`src/rtl/wpt_pkg.sv`:
```
package wpt_pkg;
  localparam int unsigned WORD_W  = 32;
  localparam int unsigned SHIFT_W = 5;
  localparam int unsigned FN_CYC   = 7;
  localparam int unsigned FN_DMODE = 8;
  localparam int unsigned FN_DSZ   = 10;
  localparam int unsigned FN_FLAG  = 24;

  typedef logic [WORD_W-1:0] word_t;

  typedef enum logic [1:0] {
    SZ_BYTE = 2'd0,
    SZ_HALF = 2'd1,
    SZ_WORD = 2'd2,
    SZ_NONE = 2'd3
  } vsize_e;

  function automatic logic [SHIFT_W-1:0] clamp_shift(input logic [SHIFT_W-1:0] cnt,
                                                    input logic [SHIFT_W-1:0] lim);
    return (cnt > lim) ? lim : cnt;
  endfunction

  function automatic word_t upper_keep(input logic [SHIFT_W-1:0] shift);
    return ~((word_t'(1) << shift) - word_t'(1));
  endfunction

  function automatic word_t size_keep(input vsize_e sz);
    case (sz)
      SZ_BYTE: return word_t'(32'h0000_00FF);
      SZ_HALF: return word_t'(32'h0000_FFFF);
      default: return '1;
    endcase
  endfunction

  function automatic logic window_hit(input word_t a, input word_t r,
                                      input logic [SHIFT_W-1:0] shift);
    return ((a ^ r) & upper_keep(shift)) == '0;
  endfunction

  function automatic logic value_hit(input word_t d, input word_t r,
                                     input vsize_e want, input logic [1:0] got);
    return (want != SZ_NONE) && (got == want) && (((d ^ r) & size_keep(want)) == '0);
  endfunction
endpackage

```
`src/rtl/wpt_decode.sv`:
```
module wpt_decode #(
  parameter int unsigned NUM_CMP    = 4,
  parameter int unsigned BUS_AW     = 8,
  parameter int unsigned REG_BASE   = 32,
  parameter int unsigned REG_STRIDE = 16
) (
  input  logic [BUS_AW-1:0]  reg_addr,
  output logic [NUM_CMP-1:0] sel_ref,
  output logic [NUM_CMP-1:0] sel_mask,
  output logic [NUM_CMP-1:0] sel_func
);
  for (genvar i = 0; i < NUM_CMP; i++) begin : g_sel
    localparam int unsigned OFS = REG_BASE + i * REG_STRIDE;
    assign sel_ref[i]  = (reg_addr == BUS_AW'(OFS));
    assign sel_mask[i] = (reg_addr == BUS_AW'(OFS + 4));
    assign sel_func[i] = (reg_addr == BUS_AW'(OFS + 8));
  end
endmodule

```
`src/rtl/wpt_slot.sv`:
```
module wpt_slot
  import wpt_pkg::*;
#(
  parameter bit                   HAS_CYC    = 1'b0,
  parameter logic [SHIFT_W-1:0]   MASK_LIMIT = 5'd15
) (
  input  logic        clk,
  input  logic        rst_n,
  input  logic        wr_ref,
  input  logic        wr_mask,
  input  logic        wr_func,
  input  logic        rd_func,
  input  word_t       wdata,
  input  logic        acc_valid,
  input  word_t       acc_addr,
  input  word_t       acc_data,
  input  logic [1:0]  acc_size,
  input  word_t       cyc_count,
  output word_t       ref_rd,
  output word_t       mask_rd,
  output word_t       func_rd,
  output logic        hit,
  output logic        enabled,
  output logic        cyc_sel,
  output logic        flag
);
  word_t              ref_q;
  logic [SHIFT_W-1:0] cnt_q;
  logic [3:0]         act_q;
  logic               cyc_q;
  logic               dmode_q;
  vsize_e             dsz_q;
  logic               flag_q;
  logic [SHIFT_W-1:0] shift;

  always_ff @(posedge clk or negedge rst_n) begin
    if (!rst_n) begin
      ref_q   <= '0;
      cnt_q   <= '0;
      act_q   <= '0;
      cyc_q   <= 1'b0;
      dmode_q <= 1'b0;
      dsz_q   <= SZ_BYTE;
      flag_q  <= 1'b0;
    end else begin
      if (wr_ref)  ref_q <= wdata;
      if (wr_mask) cnt_q <= wdata[SHIFT_W-1:0];
      if (wr_func) begin
        act_q   <= wdata[3:0];
        cyc_q   <= HAS_CYC ? wdata[FN_CYC] : 1'b0;
        dmode_q <= wdata[FN_DMODE];
        dsz_q   <= vsize_e'(wdata[FN_DSZ +: 2]);
      end
      // a fresh hit wins over a read-clear in the same cycle
      if (hit)          flag_q <= 1'b1;
      else if (rd_func) flag_q <= 1'b0;
    end
  end

  always_comb begin
    shift   = clamp_shift(cnt_q, MASK_LIMIT);
    enabled = (act_q != 4'd0);
    cyc_sel = cyc_q;
    if (!enabled)     hit = 1'b0;
    else if (cyc_q)   hit = window_hit(cyc_count, ref_q, shift);
    else if (dmode_q) hit = acc_valid && value_hit(acc_data, ref_q, dsz_q, acc_size);
    else              hit = acc_valid && window_hit(acc_addr, ref_q, shift);
  end

  assign flag    = flag_q;
  assign ref_rd  = ref_q;
  assign mask_rd = word_t'(cnt_q);
  assign func_rd = {7'd0, flag_q, 12'd0, dsz_q, 1'b0, dmode_q, cyc_q, 3'd0, act_q};
endmodule

```
`src/rtl/wpt_bank.sv`:
```
module wpt_bank
  import wpt_pkg::*;
#(
  parameter int unsigned        NUM_CMP    = 4,
  parameter int unsigned        BUS_AW     = 8,
  parameter int unsigned        REG_BASE   = 32,
  parameter int unsigned        REG_STRIDE = 16,
  parameter logic [SHIFT_W-1:0] MASK_LIMIT = 5'd15
) (
  input  logic               clk,
  input  logic               rst_n,
  input  logic               reg_wr,
  input  logic               reg_rd,
  input  logic [BUS_AW-1:0]  reg_addr,
  input  logic [31:0]        reg_wdata,
  output logic [31:0]        reg_rdata,
  input  logic               acc_valid,
  input  logic [31:0]        acc_addr,
  input  logic [31:0]        acc_data,
  input  logic [1:0]         acc_size,
  input  logic [31:0]        cyc_count,
  output logic [NUM_CMP-1:0] match_pulse
);
  logic [NUM_CMP-1:0] sel_ref, sel_mask, sel_func;
  logic [NUM_CMP-1:0] clr_vec, enab_vec, cyc_vec, flag_vec;
  word_t              ref_arr  [NUM_CMP];
  word_t              mask_arr [NUM_CMP];
  word_t              func_arr [NUM_CMP];

  wpt_decode #(
    .NUM_CMP(NUM_CMP), .BUS_AW(BUS_AW), .REG_BASE(REG_BASE), .REG_STRIDE(REG_STRIDE)
  ) u_decode (
    .reg_addr(reg_addr), .sel_ref(sel_ref), .sel_mask(sel_mask), .sel_func(sel_func)
  );

  assign clr_vec = sel_func & {NUM_CMP{reg_rd}};

  for (genvar i = 0; i < NUM_CMP; i++) begin : g_slot
    wpt_slot #(.HAS_CYC(i == 0), .MASK_LIMIT(MASK_LIMIT)) u_slot (
      .clk(clk), .rst_n(rst_n),
      .wr_ref(reg_wr && sel_ref[i]), .wr_mask(reg_wr && sel_mask[i]),
      .wr_func(reg_wr && sel_func[i]), .rd_func(clr_vec[i]),
      .wdata(reg_wdata),
      .acc_valid(acc_valid), .acc_addr(acc_addr), .acc_data(acc_data),
      .acc_size(acc_size), .cyc_count(cyc_count),
      .ref_rd(ref_arr[i]), .mask_rd(mask_arr[i]), .func_rd(func_arr[i]),
      .hit(match_pulse[i]), .enabled(enab_vec[i]), .cyc_sel(cyc_vec[i]),
      .flag(flag_vec[i])
    );
  end

  always_comb begin
    reg_rdata = '0;
    if (reg_rd) begin
      for (int i = 0; i < NUM_CMP; i++) begin
        if (sel_ref[i])  reg_rdata = reg_rdata | ref_arr[i];
        if (sel_mask[i]) reg_rdata = reg_rdata | mask_arr[i];
        if (sel_func[i]) reg_rdata = reg_rdata | func_arr[i];
      end
    end
  end
endmodule

```
`config.mk`:
```
export PLATFORM = sky130hd
export DESIGN_NAME = wpt_bank
export DESIGN_NICKNAME = d
export VERILOG_FILES = /design/src/rtl/wpt_pkg.sv /design/src/rtl/wpt_decode.sv /design/src/rtl/wpt_slot.sv /design/src/rtl/wpt_bank.sv
export SDC_FILE = /design/constraint.sdc
export NUM_CORES = 1
export LEC_CHECK = 0
export BUFFER_PORTS_ARGS = -buffer_cell sky130_fd_sc_hd__buf_2
export CORE_ASPECT_RATIO = 1.75
export CORE_MARGIN = 1.5
export CORE_UTILIZATION = 25
export DETAILED_ROUTE_END_ITERATION = 12
export PLACE_DENSITY_LB_ADDON = 0.25
export SETUP_SLACK_MARGIN = 0.5
export SLEW_MARGIN = 30
export SYNTH_ARGS = -nofsm -noshare
export SYNTH_HDL_FRONTEND = slang
export SYNTH_SLANG_ARGS = --single-unit
```
`constraint.sdc`:
```
create_clock -name clk -period 3.9 [get_ports clk]
set_input_delay 0.195 -clock clk [delete_from_list [all_inputs] [get_ports clk]]
set_output_delay 0.195 -clock clk [all_outputs]
set_load 0.01 [all_outputs]
```
# Yosys cells after proc, flatten, opt, wreduce, memory -nomap -nowiden
# Cells that the tools add are included.
# totals
register_bits,181
input_bits,143
elab_cells,202
# classes
add_sub_neg,4
order_cmp,4
n_eq_ne,24
n_shift,4
muxes,58
n_bitwise,34
n_reduce_logical,49
# ops
cell,count
$mux W32,33
$and A32 B32 Y32,9
$logic_not A32 Y1,9
$xor A32 B32 Y32,9
$pmux W32 S2,4
$not A32 Y32,4
$or A32 B25 Y32,4
$or A32 B5 Y32,4
$shl A1 B5 Y32 const A,4
$sub A32 B1 Y32 const B,4
$or A32 B32 Y32,3
$eq A8 B6 Y1 const B,6
$eq A8 B7 Y1 const B,6
$logic_and A1 B1 Y1,28
$gt A5 B4 Y1 const B,4
$mux W5,4
$mux W1,17
$reduce_bool A4 Y1,4
$eq A2 B1 Y1 const B,4
$eq A2 B2 Y1,4
$logic_not A2 Y1,4
$ne A2 B2 Y1 const B,4
$reduce_bool A2 Y1,4
$and A4 B4 Y4,1

# Longest topological paths before layout
# depth
ltp_word,36
mapped_depth,12

# Hierarchy
# From an unflattened synthesis, not the netlist that was laid out.
# unflattened
cells_unflattened,1580
area_unflattened_um2,15976.6
# by_module_without_submodules
module,instances,cells_each,area_each_um2,seq_area_each_um2
wpt_slot at g_slot[1].u_slot ...,3,303,3158.0,1126.1
wpt_slot at g_slot[0].u_slot,1,362,3687.3,1151.1
wpt_bank,1,290,2685.1,0.0
wpt_decode,1,19,130.1,0.0

# Worst setup path before layout
# OpenSTA, ideal clock, no wires.
# synth_path
path_type,flip-flop to output port
startpoint,reg g_slot[2].u_slot.cnt_q[1]
endpoint,out match_pulse[2]
arrival_ps,2720
path_slack_ps,985
path_stages_with_launch,12
n_path_buf,2
cell_sequence,dfrtp_1 buf_1 nor2_1 nand3_1 ha_1 or4b_4 nor3b_2 nor3_1 nor4b_2 o2111ai_1 o31ai_1 buf_4
# synth_via
elab_chain_cells,10
# synth_lines
item,line_no,text
"start, declared",wpt_slot.sv:28,logic [SHIFT_W-1:0] cnt_q;
"start signal, assigned",wpt_slot.sv:47,if (wr_mask) cnt_q <= wdata[SHIFT_W-1:0];
$gt A5 B4 Y1,wpt_pkg.sv:20,return (cnt > lim) ? lim : cnt;
$mux W5 *,wpt_pkg.sv:20,
$shl A1 B5 Y32 *,--,
$sub A32 B1 Y32 *,--,
$not A32 Y32 *,--,
$and A32 B32 Y32 *,wpt_pkg.sv:37,return ((a ^ r) & upper_keep(shift)) == '0;
$logic_not A32 Y1 *,wpt_pkg.sv:37,
$logic_and A1 B1 Y1 *,wpt_slot.sv:67,"else hit = acc_valid && window_hit(acc_addr, ref_q, shift);"
$mux W1 *,wpt_slot.sv:66,"else if (dmode_q) hit = acc_valid && value_hit(acc_data, ref_q, dsz_q, acc_size);"
$mux W1 *,wpt_slot.sv:64,if (!enabled) hit = 1'b0;
"end, declared",wpt_bank.sv:22,output logic [NUM_CMP-1:0] match_pulse
# Mark *: on every way between the ends. The rest lies on a longest branch, timed or not.

# Final worst setup path
# layout_path
startpoint,reg g_slot[3].u_slot.cnt_q[3]
endpoint,reg g_slot[3].u_slot.flag_q
# layout_via
elab_chain_cells,11
word_cells_on_any_way,12
classes_between,1 x add/sub; 1 x order compare; 1 x shift; 4 x mux; 2 x bitwise; 3 x reduce/logical
# layout_lines
item,line_no,text
"start, declared",wpt_slot.sv:28,
"start signal, assigned",wpt_slot.sv:47,
$gt A5 B4 Y1,wpt_pkg.sv:20,
$mux W5 *,wpt_pkg.sv:20,
$shl A1 B5 Y32 *,--,
$sub A32 B1 Y32 *,--,
$not A32 Y32 *,--,
$and A32 B32 Y32 *,wpt_pkg.sv:37,
$logic_not A32 Y1 *,wpt_pkg.sv:37,
$logic_and A1 B1 Y1 *,wpt_slot.sv:67,
$mux W1 *,wpt_slot.sv:66,
$mux W1 *,wpt_slot.sv:64,
$mux W1 or $reduce_bool A2 Y1 (tied branches),--,
"end signal, assigned",wpt_slot.sv:44,flag_q <= 1'b0;
"end signal, assigned",wpt_slot.sv:55,if (hit) flag_q <= 1'b1;
"end signal, assigned",wpt_slot.sv:56,else if (rd_func) flag_q <= 1'b0;
"end, declared",wpt_slot.sv:33,logic flag_q;
# Marks and branches as above.
# A chain may end at the register's enable or synchronous reset.

==> Implementation_results.wiki <==
{| class="wikitable"
! Metric !! Value
|-
| Result of the run || finished clean
|-
| Max_slew headroom || 0.327
|-
| Max Fclk || 0.295 GHz
|-
| Die boundary height || 302 µm
|-
| Number of enable flip-flop cells after synthesis || 0
|-
| Final net count || 1,634
|-
| Buffer type at the clock tree root || sky130_fd_sc_hd__clkbuf_16
|-
| Number of global-route vias before repair || 12.2k
|-
| Gr usage total || 0.239
|-
| Final setup viols || 0
|-
| First DRT Iteration DRCs || 682
|-
| Utilization after layout || 0.317
|-
| Share of total power in sequential cells || 0.419
|-
| Most frequently used flop master after synthesis || sky130_fd_sc_hd__dfrtp_1
|-
| Part of the power in combinational logic || 0.234
|-
| Internal Pwr Total || 3.36 mW
|-
| Level count of the clock H-tree || 4
|-
| Net switching fraction of the power || 0.339
|-
| Placeable Area || 50,600 µm²
|-
| Number of top-level pins || 179
|-
| Worst endpoint data arrival time || 3.78 ns
|-
| Minimum clock period || 3.39 ns
|-
| Antenna diode instance count || 0
|-
| FFs w/ async S/R, synth || 1.00
|-
| Average routed wire per standard cell || 29.0 µm
|-
| Routability Congestion || 0.989
|-
| Setup Crit Path Kind || flop to flop
|-
| Distinct cell type count after synthesis || 71
|-
| Avg Cell Area, Syn || 10.1 µm²
|-
| Residual DRC count || 0
|-
| Detailed Place HPWL || 49,400 µm
|-
| First-pass GRT wire length || 88,600 µm
|-
| Synthesis Warnings || 0
|-
| DR pass1 iterations || 5
|-
| Drt via density || 5.38
|-
| Worst reg2reg path startpoint || g_slot[3].u_slot.cnt_q[3]
|-
| Antenna violations before repair || 2
|-
| Endpoint of the most critical register-to-register path || g_slot[3].u_slot.flag
|-
| Number of buffers created by CTS || 17
|-
| Hold path startpoint || reg_wdata[31]
|-
| Maximum vdd ir drop || 0.000296 V
|-
| Die area || 52,600 µm²
|-
| Area Growth Syn to Fin || 25.4%
|-
| Type of element launching the critical path || flop
|-
| Worst-case register-to-register setup slack || 0.51 ns
|-
| Maximum fanout along the worst path || 5
|-
| Total power after layout || 5.08 mW
|-
| Die span in x || 174 µm
|-
| Worst Path Required || 4.29 ns
|-
| Total negative slack for setup checks || 0 ns
|-
| Element type at the critical path end || flop
|-
| Total wire length || 62,900 µm
|-
| Most common cell after layout, fill and taps aside || sky130_fd_sc_hd__xor2_1
|-
| Switching power of the nets || 1.72 mW
|-
| Count of endpoints failing hold in the final timing report || 0
|-
| Final cycle utilization of the critical path || 0.869
|-
| Port Buffer Count || 178
|-
| Share of power burned in the clock network || 0.348
|-
| Cell Rows || 109
|-
| Number of instances in the synthesized netlist || 1,263
|-
| Worst hold path class || input port to flop
|-
| Worst Hold Path Cells || 2
|-
| Cell area after synthesis || 12,800 µm²
|-
| Slew Viols, Final || 0
|-
| Layout filler cell count || 5,275
|-
| Clock tree from TritonCTS || done
|-
| Total power per unit cell area || 316 nW/µm²
|-
| DR vias || 11.7k
|-
| Slew @ Worst Pin || 0.998 ns
|-
| Syn nets || 1,410
|-
| Layout cells sized above 1 || 0.254
|-
| Pin count of the biggest net entering global routing || 81
|-
| Count of nets left with antenna violations after detail routing || 0
|-
| R2R depth || 18
|-
| Gr ovfl total || 0
|-
| Highest-count cells in the layout ignoring fill and taps || 191 x sky130_fd_sc_hd__xor2_1, 176 x sky130_fd_sc_hd__buf_2, 174 x sky130_fd_sc_hd__dfrtp_1, 162 x sky130_fd_sc_hd__mux2_1, 105 x sky130_fd_sc_hd__xnor2_1
|-
| Hold slack final || 0.0400 ns
|-
| Hold EP || g_slot[2].u_slot.ref_rd[31]
|-
| Longest Clk Path Bufs || 2
|-
| Clock Pin Slew Worst Setup and Hold Paths || 0.07 ns
|-
| Clock net sink count || 181
|-
| Insertion delay to the later sink of the worst-skew pair || 0.46 ns
|-
| Maximum Capacitance Violations || 0
|-
| Proportion of synthesized chip area in sequential cells || 0.354
|-
| Starting utilization of the core area || 0.253
|-
| Setup Skew || 0.0128 ns
|-
| Leak || 7.35 nW
|-
| Yosys reg bits || 181
|-
| Setup repair after global routing missed its margin || true
|}
[worst max-delay path by stage]
stage | cells past startpoint | startpoint | slack [ns] | to
2_1_floorplan | 11 | g_slot[2].u_slot.cnt_q[1] | 0.99 | match_pulse[2]
3_3_place_gp | 9 | g_slot[3].u_slot.cnt_q[3] | 0.55 | match_pulse[3]
3_5_place_dp | 10 | g_slot[3].u_slot.cnt_q[3] | 0.48 | match_pulse[3]
4_1_cts | 10 | g_slot[3].u_slot.cnt_q[1] | 0.42 | match_pulse[3]
5_1_grt | 18 | g_slot[3].u_slot.cnt_q[4] | 0.34 | g_slot[3].u_slot.flag
6_report | 18 | g_slot[3].u_slot.cnt_q[3] | 0.51 | g_slot[3].u_slot.flag
[Yosys cell counts (all sizes together), types with 8 or more instances]
cell type,n,area (µm²)
xor2,191,1670
dfrtp,181,4530
mux2,177,1990
xnor2,105,920
a22oi,69,518
nand2,67,256
a21oi,53,265
buf,42,220
clkbuf,42,158
nor4,41,263
o21ai,34,170
nor2,26,108
nor3,26,135
nand4,25,156
nand3,16,80.1
a221oi,12,105
a31oi,12,75.1
a211oi,10,75.1
a22o,8,70.1
[flip-flops by register name (all words and copies together) (netlist names)]
signal                 cells
g_slot.u_slot.cnt_q       20
g_slot.u_slot.act_q       16
g_slot.u_slot.flag         4
g_slot.u_slot.cyc_sel      1
g_slot.u_slot.dsz_q        8
g_slot.u_slot.dmode_q      4
g_slot.u_slot.ref_rd     128
[routing by layer]
layer  up-vias  track usage  wire (µm)
li1       5090            -          -
met1      5844        0.241      21800
met2       515        0.423      31500
met3       210       0.0432       3180
met4         4        0.211       6360
met5         -            0         23
[critical path, cell delays in order, from the launching register on]
cell                        delay, ns
sky130_fd_sc_hd__dfrtp_2         0.43
sky130_fd_sc_hd__nor4_4          0.30
sky130_fd_sc_hd__nand2b_1        0.16
sky130_fd_sc_hd__ha_4            0.21
sky130_fd_sc_hd__or4b_4          0.56
sky130_fd_sc_hd__o221ai_4        0.26
sky130_fd_sc_hd__o2111ai_2       0.14
sky130_fd_sc_hd__nor4_2          0.20
sky130_fd_sc_hd__buf_4           0.17
sky130_fd_sc_hd__buf_6           0.09
sky130_fd_sc_hd__buf_6           0.08
sky130_fd_sc_hd__buf_6           0.08
sky130_fd_sc_hd__buf_6           0.08
sky130_fd_sc_hd__buf_6           0.08
sky130_fd_sc_hd__buf_6           0.08
sky130_fd_sc_hd__buf_6           0.08
sky130_fd_sc_hd__buf_6           0.08
sky130_fd_sc_hd__buf_6           0.08
sky130_fd_sc_hd__a221o_1         0.14
[area by class of cell]
cell class / instances / area [µm²] / area share
multi-input combinational: 991 / 8210 / 0.511
clock buffer: 18 / 429 / 0.0267
timing repair buffer: 289 / 1880 / 0.117
inverter: 7 / 30.0 / 0.00187
clock inverter: 14 / 143 / 0.00888
sequential: 181 / 4540 / 0.283
tap: 666 / 833 / 0.0519
[power by group through the flow]
stage	combinational [mW]	clock, mW	sequential (mW)
final	1.19	1.77	2.13
after global routing	1.26	1.88	2.14
after CTS	1.10	1.81	2.12
after detailed placement	1.01	0	2.16
after global placement	1.02	0	2.16
after floorplan	0.560	0	2.09
[cells by family after synthesis]
family | synth area share
AOI/OAI and AO/OA | 0.142
muxes | 0.158
xor gates and xnor gates | 0.202
DFF | 0.354
and+or+nand+nor | 0.108
adders and majority gates | 0.00391
buffers and inverters | 0.0316
[through the flow]
step / area [µm²] / std cells / worst slack [ns]
after CTS: 15700 / 2139 / 0.422
after global routing: 16100 / 2166 / 0.337
after floorplan: 12800 / 1263 / 0.985
after detailed placement: 14500 / 2064 / 0.478
after global placement: 14500 / 2064 / 0.552
final: 16100 / 2166 / 0.510
[what timing repair did]
action | 4_1_cts | 5_1_grt
hold buffers | 22 | 0
gates resized for setup | 41 | 40
endpoints found under the hold margin | 153 | 0
endpoints found under the setup margin | 4 | 5
pin swaps | 20 | 30
setup buffers | 21 | 26
Power figures use the tool's default switching activity.
